<file path="src/rtl/gpio_bank_pkg.sv">
package gpio_bank_pkg;

    // Register byte offsets (software decodes these)
    localparam logic [7:0] OFS_SET_LO  = 8'h1C;
    localparam logic [7:0] OFS_SET_HI  = 8'h20;
    localparam logic [7:0] OFS_CLR_LO  = 8'h28;
    localparam logic [7:0] OFS_CLR_HI  = 8'h2C;
    localparam logic [7:0] OFS_LVL_LO  = 8'h34;
    localparam logic [7:0] OFS_LVL_HI  = 8'h38;
    localparam logic [7:0] OFS_EVT_LO  = 8'h40;
    localparam logic [7:0] OFS_EVT_HI  = 8'h44;
    localparam logic [7:0] OFS_REN_LO  = 8'h4C;
    localparam logic [7:0] OFS_REN_HI  = 8'h50;
    localparam logic [7:0] OFS_FEN_LO  = 8'h58;
    localparam logic [7:0] OFS_FEN_HI  = 8'h5C;
    localparam logic [7:0] OFS_HEN_LO  = 8'h64;
    localparam logic [7:0] OFS_HEN_HI  = 8'h68;
    localparam logic [7:0] OFS_LEN_LO  = 8'h70;
    localparam logic [7:0] OFS_LEN_HI  = 8'h74;
    localparam logic [7:0] OFS_ARE_LO  = 8'h7C;
    localparam logic [7:0] OFS_ARE_HI  = 8'h80;
    localparam logic [7:0] OFS_AFE_LO  = 8'h88;
    localparam logic [7:0] OFS_AFE_HI  = 8'h8C;
    localparam logic [7:0] OFS_PCTL    = 8'h94;
    localparam logic [7:0] OFS_PCLK_LO = 8'h98;
    localparam logic [7:0] OFS_PCLK_HI = 8'h9C;

    localparam int PINS_PER_WORD = 10;
    localparam int CODE_W        = 3;

    typedef enum logic [2:0] {
        FN_INPUT  = 3'b000,
        FN_OUTPUT = 3'b001,
        FN_ALT5   = 3'b010,
        FN_ALT4   = 3'b011,
        FN_ALT0   = 3'b100,
        FN_ALT1   = 3'b101,
        FN_ALT2   = 3'b110,
        FN_ALT3   = 3'b111
    } pin_fn_e;

    typedef enum logic [1:0] {
        PULL_OFF  = 2'd0,
        PULL_DOWN = 2'd1,
        PULL_UP   = 2'd2,
        PULL_RSVD = 2'd3
    } pull_e;

endpackage

</file>
<file path="src/rtl/gpio_sync.sv">
module gpio_sync #(
    parameter int W      = 54,
    parameter int STAGES = 2
) (
    input  logic         clk,
    input  logic         rst_n,
    input  logic [W-1:0] d,
    output logic [W-1:0] q
);

    logic [STAGES-1:0][W-1:0] st_d, st_q;

    always_comb begin
        st_d[0] = d;
        for (int s = 1; s < STAGES; s++) begin
            st_d[s] = st_q[s-1];
        end
    end

    always_ff @(posedge clk or negedge rst_n) begin
        if (!rst_n) st_q <= '0;
        else        st_q <= st_d;
    end

    assign q = st_q[STAGES-1];

endmodule

</file>
<file path="src/rtl/gpio_event_unit.sv">
module gpio_event_unit #(
    parameter int NPINS = 54
) (
    input  logic             clk,
    input  logic             rst_n,
    input  logic [NPINS-1:0] level,
    input  logic [NPINS-1:0] en_rise,
    input  logic [NPINS-1:0] en_fall,
    input  logic [NPINS-1:0] en_high,
    input  logic [NPINS-1:0] en_low,
    input  logic [NPINS-1:0] clr,
    output logic [NPINS-1:0] status
);

    typedef struct packed {
        logic [NPINS-1:0] prev;
        logic [NPINS-1:0] stat;
    } ev_t;

    ev_t ev_d, ev_q;
    logic [NPINS-1:0] hit;

    always_comb begin
        hit = (en_rise & level & ~ev_q.prev)
            | (en_fall & ~level & ev_q.prev)
            | (en_high & level)
            | (en_low & ~level);
        ev_d      = ev_q;
        ev_d.prev = level;
        // detection takes priority over a same-cycle clear
        ev_d.stat = (ev_q.stat & ~clr) | hit;
    end

    always_ff @(posedge clk or negedge rst_n) begin
        if (!rst_n) ev_q <= '0;
        else        ev_q <= ev_d;
    end

    assign status = ev_q.stat;

endmodule

</file>
<file path="src/rtl/gpio_pull_unit.sv">
module gpio_pull_unit
    import gpio_bank_pkg::*;
#(
    parameter int NPINS      = 54,
    parameter int PULL_SETUP = 150
) (
    input  logic             clk,
    input  logic             rst_n,
    input  logic             ctl_we,
    input  logic [1:0]       ctl_wd,
    input  logic             pclk_we_lo,
    input  logic             pclk_we_hi,
    input  logic [31:0]      pclk_wd,
    output logic [1:0]       ctl,
    output logic [NPINS-1:0] pclk,
    output logic [NPINS-1:0] pull_up,
    output logic [NPINS-1:0] pull_dn
);

    localparam int CW = $clog2(PULL_SETUP + 1);

    typedef struct packed {
        logic [1:0]             ctl;
        logic [CW-1:0]          cnt;
        logic [NPINS-1:0]       pclk;
        logic [NPINS-1:0][1:0]  state;
    } pull_t;

    pull_t p_d, p_q;
    logic [63:0]      pclk_wide;
    logic [NPINS-1:0] rising;
    logic             armed;

    always_comb begin
        p_d = p_q;

        pclk_wide               = '0;
        pclk_wide[NPINS-1:0]    = p_q.pclk;
        if (pclk_we_lo) pclk_wide[31:0]  = pclk_wd;
        if (pclk_we_hi) pclk_wide[63:32] = pclk_wd;
        p_d.pclk = pclk_wide[NPINS-1:0];

        rising = p_d.pclk & ~p_q.pclk;
        armed  = (p_q.cnt >= CW'(PULL_SETUP));

        if (armed) begin
            for (int i = 0; i < NPINS; i++) begin
                if (rising[i]) p_d.state[i] = p_q.ctl;
            end
        end

        if (ctl_we) begin
            p_d.ctl = ctl_wd;
            p_d.cnt = CW'(1);
        end else if (p_q.cnt < CW'(PULL_SETUP)) begin
            p_d.cnt = p_q.cnt + CW'(1);
        end
    end

    always_ff @(posedge clk or negedge rst_n) begin
        if (!rst_n) p_q <= '0;
        else        p_q <= p_d;
    end

    assign ctl  = p_q.ctl;
    assign pclk = p_q.pclk;

    for (genvar i = 0; i < NPINS; i++) begin : g_pad
        assign pull_up[i] = (p_q.state[i] == PULL_UP);
        assign pull_dn[i] = (p_q.state[i] == PULL_DOWN);
    end

endmodule

</file>
<file path="src/rtl/gpio_bank.sv">
module gpio_bank
    import gpio_bank_pkg::*;
#(
    parameter int NPINS       = 54,
    parameter int PULL_SETUP  = 150,
    parameter int SYNC_STAGES = 2
) (
    input  logic                   clk,
    input  logic                   rst_n,
    input  logic                   bus_wr,
    input  logic                   bus_rd,
    input  logic [7:0]             bus_addr,
    input  logic [31:0]            bus_wdata,
    output logic [31:0]            bus_rdata,
    input  logic [NPINS-1:0]       pad_in,
    output logic [NPINS-1:0]       pad_out,
    output logic [NPINS-1:0]       pad_oe,
    output logic [NPINS-1:0]       pad_pu,
    output logic [NPINS-1:0]       pad_pd,
    output logic [3*NPINS-1:0]     alt_sel
);

    localparam int FSEL_WORDS = (NPINS + PINS_PER_WORD - 1) / PINS_PER_WORD;
    localparam int FSEL_BITS  = PINS_PER_WORD * CODE_W;

    typedef struct packed {
        logic [FSEL_WORDS-1:0][FSEL_BITS-1:0] fsel;
        logic [NPINS-1:0] out;
        logic [NPINS-1:0] en_rise;
        logic [NPINS-1:0] en_fall;
        logic [NPINS-1:0] en_high;
        logic [NPINS-1:0] en_low;
        logic [NPINS-1:0] en_arise;
        logic [NPINS-1:0] en_afall;
        logic [31:0]      rdata;
    } regs_t;

    regs_t r_d, r_q;

    logic [NPINS-1:0] level;
    logic [NPINS-1:0] evt_status;
    logic [NPINS-1:0] evt_clr;
    logic [NPINS-1:0] pclk;
    logic [1:0]       pctl;
    logic [63:0]      set_w, clr_w, evclr_w;
    logic [31:0]      rd_val;

    function automatic logic [31:0] word_of(input logic [NPINS-1:0] v, input logic hi);
        logic [63:0] t;
        t = '0;
        t[NPINS-1:0] = v;
        return hi ? t[63:32] : t[31:0];
    endfunction

    function automatic logic [NPINS-1:0] upd_pair(input logic [NPINS-1:0] cur,
                                                  input logic we_lo, input logic we_hi,
                                                  input logic [31:0] wd);
        logic [63:0] t;
        t = '0;
        t[NPINS-1:0] = cur;
        if (we_lo) t[31:0]  = wd;
        if (we_hi) t[63:32] = wd;
        return t[NPINS-1:0];
    endfunction

    function automatic logic [63:0] strobe(input logic we_lo, input logic we_hi,
                                           input logic [31:0] wd);
        logic [63:0] t;
        t = '0;
        if (we_lo) t[31:0]  = wd;
        if (we_hi) t[63:32] = wd;
        return t;
    endfunction

    // write masks for the write-one registers
    always_comb begin
        set_w   = strobe(bus_wr && bus_addr == OFS_SET_LO, bus_wr && bus_addr == OFS_SET_HI, bus_wdata);
        clr_w   = strobe(bus_wr && bus_addr == OFS_CLR_LO, bus_wr && bus_addr == OFS_CLR_HI, bus_wdata);
        evclr_w = strobe(bus_wr && bus_addr == OFS_EVT_LO, bus_wr && bus_addr == OFS_EVT_HI, bus_wdata);
    end

    assign evt_clr = evclr_w[NPINS-1:0];

    // read mux
    always_comb begin
        rd_val = '0;
        case (bus_addr)
            OFS_LVL_LO:  rd_val = word_of(level, 1'b0);
            OFS_LVL_HI:  rd_val = word_of(level, 1'b1);
            OFS_EVT_LO:  rd_val = word_of(evt_status, 1'b0);
            OFS_EVT_HI:  rd_val = word_of(evt_status, 1'b1);
            OFS_REN_LO:  rd_val = word_of(r_q.en_rise, 1'b0);
            OFS_REN_HI:  rd_val = word_of(r_q.en_rise, 1'b1);
            OFS_FEN_LO:  rd_val = word_of(r_q.en_fall, 1'b0);
            OFS_FEN_HI:  rd_val = word_of(r_q.en_fall, 1'b1);
            OFS_HEN_LO:  rd_val = word_of(r_q.en_high, 1'b0);
            OFS_HEN_HI:  rd_val = word_of(r_q.en_high, 1'b1);
            OFS_LEN_LO:  rd_val = word_of(r_q.en_low, 1'b0);
            OFS_LEN_HI:  rd_val = word_of(r_q.en_low, 1'b1);
            OFS_ARE_LO:  rd_val = word_of(r_q.en_arise, 1'b0);
            OFS_ARE_HI:  rd_val = word_of(r_q.en_arise, 1'b1);
            OFS_AFE_LO:  rd_val = word_of(r_q.en_afall, 1'b0);
            OFS_AFE_HI:  rd_val = word_of(r_q.en_afall, 1'b1);
            OFS_PCTL:    rd_val = {30'd0, pctl};
            OFS_PCLK_LO: rd_val = word_of(pclk, 1'b0);
            OFS_PCLK_HI: rd_val = word_of(pclk, 1'b1);
            default: begin
                for (int w = 0; w < FSEL_WORDS; w++) begin
                    if (bus_addr == 8'(4 * w)) rd_val = {{(32-FSEL_BITS){1'b0}}, r_q.fsel[w]};
                end
            end
        endcase
    end

    // next-state of the register file
    always_comb begin
        r_d = r_q;
        for (int w = 0; w < FSEL_WORDS; w++) begin
            if (bus_wr && bus_addr == 8'(4 * w)) r_d.fsel[w] = bus_wdata[FSEL_BITS-1:0];
        end
        r_d.out      = (r_q.out | set_w[NPINS-1:0]) & ~clr_w[NPINS-1:0];
        r_d.en_rise  = upd_pair(r_q.en_rise,  bus_wr && bus_addr == OFS_REN_LO, bus_wr && bus_addr == OFS_REN_HI, bus_wdata);
        r_d.en_fall  = upd_pair(r_q.en_fall,  bus_wr && bus_addr == OFS_FEN_LO, bus_wr && bus_addr == OFS_FEN_HI, bus_wdata);
        r_d.en_high  = upd_pair(r_q.en_high,  bus_wr && bus_addr == OFS_HEN_LO, bus_wr && bus_addr == OFS_HEN_HI, bus_wdata);
        r_d.en_low   = upd_pair(r_q.en_low,   bus_wr && bus_addr == OFS_LEN_LO, bus_wr && bus_addr == OFS_LEN_HI, bus_wdata);
        r_d.en_arise = upd_pair(r_q.en_arise, bus_wr && bus_addr == OFS_ARE_LO, bus_wr && bus_addr == OFS_ARE_HI, bus_wdata);
        r_d.en_afall = upd_pair(r_q.en_afall, bus_wr && bus_addr == OFS_AFE_LO, bus_wr && bus_addr == OFS_AFE_HI, bus_wdata);
        r_d.rdata    = bus_rd ? rd_val : 32'd0;
    end

    always_ff @(posedge clk or negedge rst_n) begin
        if (!rst_n) r_q <= '0;
        else        r_q <= r_d;
    end

    gpio_sync #(
        .W      (NPINS),
        .STAGES (SYNC_STAGES)
    ) u_sync (
        .clk   (clk),
        .rst_n (rst_n),
        .d     (pad_in),
        .q     (level)
    );

    gpio_event_unit #(
        .NPINS (NPINS)
    ) u_event (
        .clk     (clk),
        .rst_n   (rst_n),
        .level   (level),
        .en_rise (r_q.en_rise),
        .en_fall (r_q.en_fall),
        .en_high (r_q.en_high),
        .en_low  (r_q.en_low),
        .clr     (evt_clr),
        .status  (evt_status)
    );

    gpio_pull_unit #(
        .NPINS      (NPINS),
        .PULL_SETUP (PULL_SETUP)
    ) u_pull (
        .clk        (clk),
        .rst_n      (rst_n),
        .ctl_we     (bus_wr && bus_addr == OFS_PCTL),
        .ctl_wd     (bus_wdata[1:0]),
        .pclk_we_lo (bus_wr && bus_addr == OFS_PCLK_LO),
        .pclk_we_hi (bus_wr && bus_addr == OFS_PCLK_HI),
        .pclk_wd    (bus_wdata),
        .ctl        (pctl),
        .pclk       (pclk),
        .pull_up    (pad_pu),
        .pull_dn    (pad_pd)
    );

    for (genvar i = 0; i < NPINS; i++) begin : g_pin
        localparam int WI = i / PINS_PER_WORD;
        localparam int BI = (i % PINS_PER_WORD) * CODE_W;
        assign alt_sel[CODE_W*i +: CODE_W] = r_q.fsel[WI][BI +: CODE_W];
        assign pad_oe[i] = (r_q.fsel[WI][BI +: CODE_W] == FN_OUTPUT);
    end

    assign pad_out   = r_q.out;
    assign bus_rdata = r_q.rdata;

endmodule

</file>
<file path="config.mk">
export PLATFORM = sky130hd
export DESIGN_NAME = gpio_bank
export DESIGN_NICKNAME = d
export VERILOG_FILES = /design/src/rtl/gpio_bank_pkg.sv /design/src/rtl/gpio_sync.sv /design/src/rtl/gpio_event_unit.sv /design/src/rtl/gpio_pull_unit.sv /design/src/rtl/gpio_bank.sv
export SDC_FILE = /design/constraint.sdc
export NUM_CORES = 2
export LEC_CHECK = 0
export BUFFER_PORTS_ARGS = -buffer_cell sky130_fd_sc_hd__buf_4
export CAP_MARGIN = 25
export CORE_MARGIN = 4
export CORE_UTILIZATION = 55
export CTS_CLUSTER_DIAMETER = 120
export DETAILED_ROUTE_END_ITERATION = 8
export GPL_TIMING_DRIVEN = 0
export PLACE_DENSITY = 0.76
export SETUP_SLACK_MARGIN = 0.3
export SYNTH_ARGS = -nofsm -noshare
export SYNTH_HDL_FRONTEND = slang
export SYNTH_SLANG_ARGS = --single-unit
</file>
<file path="constraint.sdc">
create_clock -name clk -period 3.4 [get_ports clk]
set_input_delay 1.02 -clock clk [delete_from_list [all_inputs] [get_ports clk]]
set_output_delay 1.02 -clock clk [all_outputs]
set_load 0.05 [all_outputs]
</file>
* Yosys cells after proc, flatten, opt, wreduce, memory -nomap -nowiden
Cells that the tools add are included.
** Cells by class
- $add $sub $neg :: 1
- $lt $le $gt $ge :: 2
- Eq/ne operators :: 190
- Muxes and demuxes :: 18
- Bitwise gates (word level) :: 19
- Reductions and logical operators :: 83
** Operators with widths (count)
- $pmux 32 s19 :: 1
- $and 54x54->54 :: 9
- $mux 32 :: 10
- $not 54->54 :: 5
- $or 54x54->54 :: 5
- $eq 3x1->1 const B :: 54
- $eq 2x1->1 const B :: 54
- $eq 2x2->1 const B :: 54
- $reduce_and 2->1 :: 54
- $eq 8x7->1 const B :: 11
- $mux 22 :: 4
- $eq 8x8->1 const B :: 6
- $eq 8x6->1 const B :: 5
- $mux 30 :: 1
- $logic_and 1x1->1 :: 27
- $eq 8x5->1 const B :: 3
- $eq 8x4->1 const B :: 2
- $mux 8 :: 2
- $add 8x1->8 const B :: 1
- $eq 8x3->1 const B :: 1
- $ge 8x8->1 const B :: 1
- $logic_not 8->1 :: 1
- $lt 8x8->1 const B :: 1
- $reduce_bool 2->1 :: 1
** Storage, ports and cells
- Register bits :: 978
- Input bits :: 98
- Output and inout bits :: 410
- Word-level logic and storage cells :: 394

* Logic depth before layout (Yosys ltp)
- Depth after elaboration :: 9
- Mapped depth :: 10
- Mapped depth without buffers :: 6

* Cells and area by module
Synthesis repeated with hierarchy kept, for this count alone.
** Unflattened totals
- Cell total of the unflattened synthesis :: 3839
- Area total of the unflattened synthesis :: 46115.5 µm²
** Modules (own cells, without submodules)
- gpio_bank :: times used 1, cells each 2610, area each 30399.2 µm², sequential area each 14764.2 µm²
- gpio_pull_unit :: times used 1, cells each 689, area each 8216.6 µm², sequential area each 4304.1 µm²
- gpio_event_unit :: times used 1, cells each 432, area each 4797.1 µm², sequential area each 2702.6 µm²
- gpio_sync :: times used 1, cells each 108, area each 2702.6 µm², sequential area each 2702.6 µm²

* Worst setup path after synthesis
OpenSTA, ideal clock, no wires.
- Path type :: input port to flip-flop
- Start point :: input port bus_addr[6]
- End point :: register u_pull.p_q[26] in the netlist's numbering
- Library setup time :: 0.125 ns
- Arrival :: 2.581 ns
- Data required time :: 3.275 ns
- Slack :: 0.694 ns
- Cell stages on the path :: 7
- Path buffers :: 2
- Path through :: buf_4 and4bb_2 and2_4 nand2_4 buf_4 a2111oi_4 mux2_2
** Between the ends
- Cells in the longest elaborated chain, start to end :: 5
** RTL lines
- from (decl) :: RTL line gpio_bank.sv:12 : input logic [7:0] bus_addr,
- $eq 8x8->1 :: RTL line gpio_bank.sv:168 : .pclk_we_lo (bus_wr && bus_addr == OFS_PCLK_LO),
- $logic_and 1x1->1 :: RTL line gpio_bank.sv:168
- $mux 32 :: RTL line gpio_pull_unit.sv:39 : if (pclk_we_lo) pclk_wide[31:0] = pclk_wd;
- $and 54x54->54 :: RTL line gpio_pull_unit.sv:43 : rising = p_d.pclk & ~p_q.pclk;
- $reduce_and 2->1 (no source line)
- to (signal assigned) :: RTL line gpio_pull_unit.sv:62 : else p_q <= p_d;
- to (decl) :: RTL line gpio_pull_unit.sv:29 : pull_t p_d, p_q;
Every way passes these cells.
A chain may end at the register's enable or synchronous reset.

==> impl_results.md <==
* Area Overhead vs Synth at 21.2%
* Critical Path RT at 3.86 ns
* Post-synth top area cell: dfrtp_1
* Vias per std cell at 6.76
* I/O Pins at 508
* Post-synth EDFFs at 0
* Slew margin rel. at 18.9%
* Synth Register Bits at 978
* Core Util, Final at 67.7%
* Final max-slew violation count at 0
* PortBufs at 501
* Top_reg_cell synth: dfrtp_1
* Most frequent cells in the layout: 978 x dfrtp_1, 791 x buf_4, 708 x nand2_1, 608 x o21ai_0, 241 x a21oi_1
* MaxCap Viol Count at 0
* Cells after Synth at 4363
* Power Density at 515 nW/um2
* CTS Root Cell: clkbuf_16
* Min-delay src: u_sync.st_d[105]
* R2R Setup Slk at 0.66 ns
* Clk_lat worst skew at 0.71 ns
* Clock transition at path regs at 0.06 ns
* Largest net degree at the start of global routing at 130
* Min-delay worst type: register to register
* Worst path max stage delay at 0.58 ns
* Maximum clock frequency at 300 MHz
* Total Die Area at 86800 um2
* Number of buffers and inverters on the critical path at 3
* Fin crit period at 3.34 ns
* Ys Warns at 0
* Post-Syn Area per Cell at 10.4 um2
* Worst hold path endpoint: u_sync.q[51]
* Worst reg2reg path depth at 7
* GR Overflow Total at 0
* DRC violations left at 21
* Remaining antenna violation count at 0
* First-pass detailed-route iteration total at 9
* Via Count at 41600
* Vias in the first global route at 38600
* Critical Path AT at 3.79 ns
* Final setup fails at 0
* Violated checks: design-rule violations
* Syn nets at 4463
* Std-Cell Rows at 104
* Seq/Total Area, Yosys at 54.1%
* Worst R2R End: u_pull.p_q[69]
* Worst path most repeated cell: buf_4
* Mapped Area at 45200 um2
* Slew at the pin closest to its max-slew limit at 1.22 ns
* CP max FO at 10
* Starting Density at 55.8%
* Htree depth at 3
* Final period util at 98.1%
* First-pass GRT wire length at 291000 um
* Die Width at 295 um
* VDD IR-drop max at 502 uV
* Worst path cell trace: buf_4 > buf_2 > buf_4 > mux2i_1 > o22ai_1 > a2111oi_0 > a41oi_1
* Clock Path Buffers at 3
* Post-synthesis cell type count at 83
* Setup crit start kind: input port
* Clk sink count at 978
* Worst setup EP type: register
* Status: complete, but fails checks
* Critical path class: input port to register
* RSZ-0062 raised after global routing: no
* Synth area leaders: dfrtp_1 54%, o21ai_0 6.7%, nand2_1 5.9%, buf_4 4.5%, mux2_2 3.2%
* Final hold violations at 0
* Most common cell after layout, fill and taps aside: dfrtp_1
* Share of cells above drive strength 1 at 26.7%
* CTS tree: yes
* Die height at 295 um
* Average wire per standard cell at 34.1 um
* R2r startpoint: u_pull.p_q[162]
* Setup WS post-layout at 0.0636 ns
* CTS Buf Count at 102
* Post-synth top area share at 54.1%
* Post-CTS Hold Fix Bufs at 0
* Hpwl dp at 154000 um
* Nets at 5102
* Core area at 80900 um2
* Post-Route WL at 210000 um
* Initial DRC count at 7262
* Crit. path cell count at 7
* Layout Skew at 0.0394 ns
* Critical path's slowest cell: a2111oi_0
* Hold Path Stages at 0
* FFs w/ async S/R, synth at 100%
* Global-route usage over all layers at 47.5%
* Cell family with most CP delay: buffers and inverters
* Leakage power at 25.1 nW
* Initial antenna violation count at 17
* Post-place setup slack at -1.08 ns
* Gpl congestion at 1.10
## worst register-to-register path, delay by kind of cell, from the launching register on
kind | cells | cell delay, ns
compound gates | 1 | 0.70
simple gates | 2 | 0.50
buf+inv | 2 | 0.45
flops | 1 | 0.42
mux | 1 | 0.41
fa+ha+maj | 1 | 0.14
## where the power goes
| group | switching (W) | internal (W) | total [W] |
|---|---|---|---|
| logic | 0.00221 | 0.000948 | 0.00316 |
| registers | 0.000616 | 0.0121 | 0.0128 |
| clock network | 0.00508 | 0.00722 | 0.0123 |
## synthesized netlist by cell type, types with 20 or more instances
cell and n:
a32oi_1 24, a21o_1 21, nor2b_1 156, and2_1 21, o22a_1 23, buf_2 99, o22ai_1 56, o21ai_0 608
dfrtp_1 978, nand3_1 36, clkbuf_1 196, nand2_1 713, a21oi_1 241, a22oi_1 116, buf_4 270, inv_1 58
o211ai_1 35, mux2i_1 35, nor2_1 64, mux2_2 129, o21ai_1 21, nor3_1 37, a22o_1 28, nor3b_1 57
a211oi_1 40, a2111oi_4 51, a2bb2oi_1 20
## cell type report
type,count,area (um2)
fillers,6398,26100
flip-flops and latches,978,24500
multi-input cells,2736,17200
repair buffers,535,4290
plain buffers,591,3530
clock buffers,138,2880
well taps,1060,1330
clock inverters,53,801
inverters,58,218
diodes,14,35.0
## repair_timing
| action | CTS | global route |
|---|---|---|
| hold endpoints to repair | 0 | 0 |
| buffers inserted | 6 | 2 |
| setup endpoints to repair | 233 | 114 |
| gates resized for setup | 57 | 36 |
| pin swaps | 3 | 1 |
## kinds of logic (layout without fill, tap and decap cells)
logic type	Yosys count	in the layout	synth area share [%]
AND/OR/NAND/NOR	1140	1140	11.9
flip-flops	978	978	54.1
adder cells (fa/ha/maj)	2	2	0.0554
other	0	14	0
multiplexers	170	170	4.15
buffers and inverters	649	1375	8.09
AO/OA/AOI/OAI	1418	1418	21.6
XOR/XNOR	6	6	0.116
## sequential cells by signal, summed over array words and instances, names as in the netlist
signal	cells
pad_out	54
u_event.ev_q	54
u_sync.st_d	54
u_pull.p_q	116
alt_sel	162
u_pull.ctl	2
u_pull.pclk	54
bus_rdata	32
r_q	342
u_event.status	54
u_sync.q	54
## through the flow
stage	TNS (ns)	hold slack [ns]	cells	power [W]	area (um2)
2_1_floorplan	0	0.331	4363	0.0144	45200
3_3_place_gp	-9931.50	0.332	5924	0.0158	50300
3_5_place_dp	-201.43	0.335	5940	0.0159	50600
4_1_cts	0	0.325	6137	0.0280	54500
5_1_grt	0	0.330	6150	0.0288	54800
6_report	0	0.326	6163	0.0282	54800
## metal layers
layer  part of all wire, %  routed length, um  track usage, %
met5                  0.14                286            1.88
met4                   8.1              17000            29.7
met3                    16              34400            20.9
met2                    40              83900            64.9
met1                    36              74800            61.9
## how the worst max path moves through the flow
stage,start,endpoint,slack (ns)
CTS,bus_addr[0],bus_rdata[11],0.22
detailed placement,bus_addr[5],bus_rdata[11],-1.08
global route,bus_addr[5],pad_out[41],0.31
floorplan,bus_addr[6],u_pull.p_q[26],0.69
global placement,rst_n,pad_out[45],-10.13
finish,bus_addr[2],bus_rdata[5],0.06
Note: power is estimated with default switching activity, not from simulation.
